[config.mk]
export PLATFORM = sky130hd
export DESIGN_NAME = gpio_atomic_port
export DESIGN_NICKNAME = d
export VERILOG_FILES = /design/src/rtl/gpio_pkg.sv /design/src/rtl/gpio_sync.sv /design/src/rtl/gpio_port_regs.sv /design/src/rtl/gpio_rd_mux.sv /design/src/rtl/gpio_atomic_port.sv
export SDC_FILE = /design/constraint.sdc
export NUM_CORES = 1
export LEC_CHECK = 0
export BUFFER_PORTS_ARGS = -buffer_cell sky130_fd_sc_hd__buf_2
export CELL_PAD_IN_SITES_DETAIL_PLACEMENT = 0
export CELL_PAD_IN_SITES_GLOBAL_PLACEMENT = 2
export CORE_MARGIN = 5
export CORE_UTILIZATION = 30
export CTS_BUF_LIST = sky130_fd_sc_hd__clkbuf_4 sky130_fd_sc_hd__clkbuf_8
export DETAILED_ROUTE_END_ITERATION = 8
export PLACE_DENSITY = 0.84
export SYNTH_ARGS = -nofsm -noshare
export SYNTH_HDL_FRONTEND = slang
export SYNTH_SLANG_ARGS = --single-unit
[constraint.sdc]
create_clock -name clk -period 1.2 [get_ports clk]
set_input_delay 0.12 -clock clk [delete_from_list [all_inputs] [get_ports clk]]
set_output_delay 0.12 -clock clk [all_outputs]
set_load 0.01 [all_outputs]
[src/rtl/gpio_pkg.sv]
package gpio_pkg;
  // Word addresses of the port registers
  localparam int unsigned OFF_DATA = 0;
  localparam int unsigned OFF_DIR  = 1;
  localparam int unsigned OFF_SET  = 2;
  localparam int unsigned OFF_CLR  = 3;
  localparam int unsigned OFF_TOG  = 4;
  localparam int unsigned MIN_ADDR_W = 3;
endpackage

[src/rtl/gpio_sync.sv]
module gpio_sync #(
  parameter int unsigned WIDTH  = 8,
  parameter int unsigned STAGES = 2
) (
  input  logic             clk,
  input  logic             rst,
  input  logic [WIDTH-1:0] d,
  output logic [WIDTH-1:0] q
);
  logic [WIDTH-1:0] stage_q [STAGES];

  generate
    for (genvar s = 0; s < STAGES; s++) begin : g_stage
      if (s == 0) begin : g_first
        always_ff @(posedge clk) begin
          if (rst) stage_q[s] <= '0;
          else     stage_q[s] <= d;
        end
      end else begin : g_next
        always_ff @(posedge clk) begin
          if (rst) stage_q[s] <= '0;
          else     stage_q[s] <= stage_q[s-1];
        end
      end
    end
  endgenerate

  assign q = stage_q[STAGES-1];
endmodule

[src/rtl/gpio_port_regs.sv]
module gpio_port_regs
  import gpio_pkg::*;
#(
  parameter int unsigned WIDTH  = 8,
  parameter int unsigned ADDR_W = 3
) (
  input  logic              clk,
  input  logic              rst,
  input  logic              wr_en,
  input  logic [ADDR_W-1:0] addr,
  input  logic [WIDTH-1:0]  wr_data,
  output logic [WIDTH-1:0]  data_q,
  output logic [WIDTH-1:0]  dir_q
);
  logic [WIDTH-1:0] data_nxt;
  logic [WIDTH-1:0] dir_nxt;

  always_comb begin
    data_nxt = data_q;
    dir_nxt  = dir_q;
    if (wr_en) begin
      case (addr)
        ADDR_W'(OFF_DATA): data_nxt = wr_data;
        ADDR_W'(OFF_DIR):  dir_nxt  = wr_data;
        ADDR_W'(OFF_SET):  data_nxt = data_q | wr_data;
        ADDR_W'(OFF_CLR):  data_nxt = data_q & ~wr_data;
        ADDR_W'(OFF_TOG):  data_nxt = data_q ^ wr_data;
        default: ;
      endcase
    end
  end

  always_ff @(posedge clk) begin
    if (rst) begin
      data_q <= '0;
      dir_q  <= '0;
    end else begin
      data_q <= data_nxt;
      dir_q  <= dir_nxt;
    end
  end

  // set alias ORs the pattern in
  a_r4_set_or: assert property (@(posedge clk) disable iff (rst)
    (wr_en && addr == ADDR_W'(OFF_SET)) |=> data_q == ($past(data_q) | $past(wr_data)));
  // clear alias masks the pattern out
  a_r5_clr_mask: assert property (@(posedge clk) disable iff (rst)
    (wr_en && addr == ADDR_W'(OFF_CLR)) |=> data_q == ($past(data_q) & ~$past(wr_data)));
  // toggle alias inverts only the ones
  a_r6_tog_xor: assert property (@(posedge clk) disable iff (rst)
    (wr_en && addr == ADDR_W'(OFF_TOG)) |=> data_q == ($past(data_q) ^ $past(wr_data)));
  // no write, no change
  a_r10_idle_hold: assert property (@(posedge clk) disable iff (rst)
    !wr_en |=> ($stable(data_q) && $stable(dir_q)));
  // unmapped writes change nothing
  a_r10_unmapped_hold: assert property (@(posedge clk) disable iff (rst)
    (wr_en && addr > ADDR_W'(OFF_TOG)) |=> ($stable(data_q) && $stable(dir_q)));
endmodule

[src/rtl/gpio_rd_mux.sv]
module gpio_rd_mux
  import gpio_pkg::*;
#(
  parameter int unsigned WIDTH  = 8,
  parameter int unsigned ADDR_W = 3
) (
  input  logic              clk,
  input  logic              rst,
  input  logic [ADDR_W-1:0] addr,
  input  logic [WIDTH-1:0]  data_q,
  input  logic [WIDTH-1:0]  dir_q,
  input  logic [WIDTH-1:0]  pin_sync,
  output logic [WIDTH-1:0]  rd_data
);
  logic [WIDTH-1:0] pin_view;
  logic [WIDTH-1:0] rd_nxt;

  // per bit: latched value for outputs, synchronized pin for inputs
  assign pin_view = (data_q & dir_q) | (pin_sync & ~dir_q);

  always_comb begin
    case (addr)
      ADDR_W'(OFF_DATA): rd_nxt = pin_view;
      ADDR_W'(OFF_DIR):  rd_nxt = dir_q;
      default:           rd_nxt = '0;
    endcase
  end

  always_ff @(posedge clk) begin
    if (rst) rd_data <= '0;
    else     rd_data <= rd_nxt;
  end

  // alias and unmapped addresses read as zero
  a_r7_alias_zero: assert property (@(posedge clk) disable iff (rst)
    (addr > ADDR_W'(OFF_DIR)) |=> rd_data == '0);
  // direction readback one edge later
  a_r8_dir_readback: assert property (@(posedge clk) disable iff (rst)
    (addr == ADDR_W'(OFF_DIR)) |=> rd_data == $past(dir_q));
endmodule

[src/rtl/gpio_atomic_port.sv]
module gpio_atomic_port
  import gpio_pkg::*;
#(
  parameter int unsigned WIDTH       = 8,
  parameter int unsigned ADDR_W      = 3,
  parameter int unsigned SYNC_STAGES = 2
) (
  input  logic              clk,
  input  logic              rst,
  input  logic [ADDR_W-1:0] addr,
  input  logic              wr_en,
  input  logic [WIDTH-1:0]  wr_data,
  output logic [WIDTH-1:0]  rd_data,
  input  logic [WIDTH-1:0]  pin_in,
  output logic [WIDTH-1:0]  pin_out,
  output logic [WIDTH-1:0]  pin_oe
);
  logic [WIDTH-1:0] data_q;
  logic [WIDTH-1:0] dir_q;
  logic [WIDTH-1:0] pin_sync;

  gpio_sync #(.WIDTH(WIDTH), .STAGES(SYNC_STAGES)) u_sync (
    .clk(clk), .rst(rst), .d(pin_in), .q(pin_sync)
  );

  gpio_port_regs #(.WIDTH(WIDTH), .ADDR_W(ADDR_W)) u_regs (
    .clk(clk), .rst(rst), .wr_en(wr_en), .addr(addr), .wr_data(wr_data),
    .data_q(data_q), .dir_q(dir_q)
  );

  gpio_rd_mux #(.WIDTH(WIDTH), .ADDR_W(ADDR_W)) u_rd (
    .clk(clk), .rst(rst), .addr(addr), .data_q(data_q), .dir_q(dir_q),
    .pin_sync(pin_sync), .rd_data(rd_data)
  );

  assign pin_out = data_q;
  assign pin_oe  = dir_q;

  initial begin
    assert (ADDR_W >= MIN_ADDR_W) else $error("ADDR_W too small for register map");
  end

  // reset leaves every pin an input with low output data
  a_r1_reset_idle: assert property (@(posedge clk)
    rst |=> (pin_oe == '0 && pin_out == '0 && rd_data == '0));
  // direct data write reaches the pins after one edge
  a_r2_direct_write: assert property (@(posedge clk) disable iff (rst)
    (wr_en && addr == ADDR_W'(OFF_DATA)) |=> pin_out == $past(wr_data));
  // direction write reaches the enables after one edge
  a_r3_dir_write: assert property (@(posedge clk) disable iff (rst)
    (wr_en && addr == ADDR_W'(OFF_DIR)) |=> pin_oe == $past(wr_data));
endmodule

==> flow_summary.toml <==
[outcome]
status = "finished, violations left"
failed_checks = "negative setup slack"

[timing]
fmax_mhz = 773
fin_crit_sh_pct = 108
fin_ws_ps = -94.3
setup_violations = 8
maxSlewViolCount = 0
hold_viol_final = 0
rsz0062_at_grt = "yes"
worst_slew_pin_slew_ps = 443
setup_tns_ps = -507
fin_skew_ps = 8.49
slew_headroom_pct = 70.1
min_period_ps = 1290

[cts]
path_clk_slew_ps = 80
insertion_delay_ps = 300
clock-root-buffer = "clkbuf_8"
cts_tree = "yes"
htree_levels = 2
cts_made_buffers = 5
ctsLongestPathBuffers = 2
cts_sinks = 40

[synth]
synth_seq_cells = 40
synth.top_cells.by_area = "dfxtp_1 41%, ha_1 10%, a21oi_1 4.4%"
ys.warnings.count = 0
netlist_area_sq_um = 1950
syn_inst = 199
syn-mean-instance-area_sq_um = 9.79
synthDistinctLibCells = 32
synth_top_cell_by_area = "dfxtp_1"
yosysTopAreaCellShare_pct = 41.1
synth.net_count = 237
yosysSeqAreaShare_pct = 41.1

[setup_path]
end_kind = "flop"
rr_worst_depth = 5
arrival_ps = 1470
worstPathMaxFanout = 3
start_kind = "flop"
crit_type = "reg -> reg"
worstPathRequired_ps = 1370

[power_and_ir_drop]
clkPwrFrac_pct = 35.9
seqPwrFrac_pct = 45.8
leakagePower_nw = 1.22
pwr-share-comb_pct = 18.3
peakVddDrop_uv = 626
switching_share_pct = 25.1
p_int_mw = 2.31
p_per_area_nw_per_um2 = 1100
total_power_mw = 3.09
switchingPower_uw = 774

[routing]
dr.pass1.iters = 4
viasPerCell = 4.81
avgRoutedWirePerCell_microns = 14.1
wl_microns = 5030
drc = 0
drt_iter0_drc = 53
vias = 1717
ant_nets = 0

[placed_design]
gp_congestion = 0.794
hpwl_microns = 3840
post-place-ws_ps = -121
io_buffers = 45

[global_routing]
grt_max_degree = 25
grt_usage_pct = 12.2
grt_overflow = 0
grt_pass1_wl_microns = 8080
grt_pass1_vias = 1730
grt_antenna_before_repair = 1

[worst_hold_path]
whs_path_depth = 2
hp-class = "in -> reg"

[die]
rows = 29
fp.coreArea_sq_um = 6350
die_y_microns = 90.6
initial_core_util_pct = 30.7
io_pins = 46
die_w_microns = 90.6
die-area_sq_um = 8210

[cells_and_area]
layout.nets = 317
syn2layout_area_growth_pct = 43.5
layout_common_cells = "45 x buf_2, 41 x buf_4, 32 x dfxtp_1"
drive_above_1_share_pct = 48.2
mostFrequentLayoutCell = "buf_2"
antenna_cells = 0

[flow_run]
cap_violations = 0
sequential cells by signal, summed over array words and instances (netlist names):
signal / count
u_sync.stage_q: 16
u_rd.rd_data: 8
u_regs.dir_q: 8
u_regs.data_q: 8
Yosys cell counts:
library cell	instances
a21oi_1	17
a311oi_1	8
a31o_1	1
a31oi_1	1
a32o_1	2
and2_1	1
and2b_1	4
and3b_1	2
and4bb_1	1
buf_2	6
buf_4	3
buf_6	2
clkbuf_1	3
dfxtp_1	40
ha_1	16
inv_1	16
inv_2	1
mux2i_1	8
nand2_2	1
nand2b_1	2
nand3b_1	6
nor2_1	10
nor2b_1	13
nor3b_1	4
o21ai_0	2
o21bai_1	2
o311ai_0	6
o31ai_1	3
o32ai_1	8
or2_2	3
or3_1	1
or3b_1	6
critical path, cell delays in order (launching register included):
cell and delay, ps:
dfxtp_2 350, inv_2 50, ha_4 200, or3b_1 350
a21oi_2 120, o32ai_1 90
logic make-up after synthesis:
kind of cell             synth area share [%]
buffers and inverters                    7.71
multiplexers                             4.11
flip-flops                               41.1
adder cells (fa/ha/maj)                  10.3
AO/OA/AOI/OAI                            18.5
AND/OR/NAND/NOR                          18.3
power by group through the flow:
stage	clock network, mW	registers (mW)	logic [mW]
finish	1.11	1.41	0.565
global route	1.20	1.42	0.625
CTS	1.14	1.42	0.562
detailed placement	0	1.44	0.539
global placement	0	1.44	0.529
floorplan	0	1.46	0.272
final cells by class:
class	instances	area (sq um)
fill	629	3550
clock inverter	2	35.0
timing repair buffer	87	553
tap	77	96.3
sequential	40	816
multi-input combinational	128	1150
clock buffer	6	76.3
inverter	17	68.8
path summary, 6_finish.rpt:
path	start	to	slack (ps)
setup reg to reg	u_regs.data_q[6]	u_regs.data_q[6]	-90
hold reg to reg	u_sync.stage_q[0][4]	u_sync.stage_q[1][4]	430
hold / removal	pin_in[0]	u_sync.stage_q[0][0]	30
setup / recovery	u_regs.data_q[6]	u_regs.data_q[6]	-90
through the flow:
step / instance area [sq um] / hold slack [ps] / instances / utilization (%)
floorplan: 2070 / 245 / 199 / -
global placement: 2610 / 324 / 346 / 41.2
detailed placement: 2610 / 328 / 346 / 41.2
CTS: 2780 / 22.1 / 356 / 43.7
global route: 2800 / 27.1 / 357 / 44.0
finish: 2800 / 28.9 / 357 / 44.0
layer usage:
| metal | vias to the layer above | global-route usage, % | part of all wire [%] |
|---|---|---|---|
| met2 | 43 | 19.4 | 46 |
| met4 | 2 | 3.35 | 1.3 |
| met1 | 782 | 15.4 | 46 |
| li1 | 880 | - | - |
| met3 | 10 | 4.75 | 6.8 |
| met5 | - | 0 | 0.14 |
what timing repair did:
item,4_1_cts,5_1_grt
pin swaps,12,4
buffers inserted,2,1
hold buffers,0,0
endpoints found under the setup margin,8,8
gates resized for setup,8,4
No activity file was read; power rests on OpenSTA's default activity.
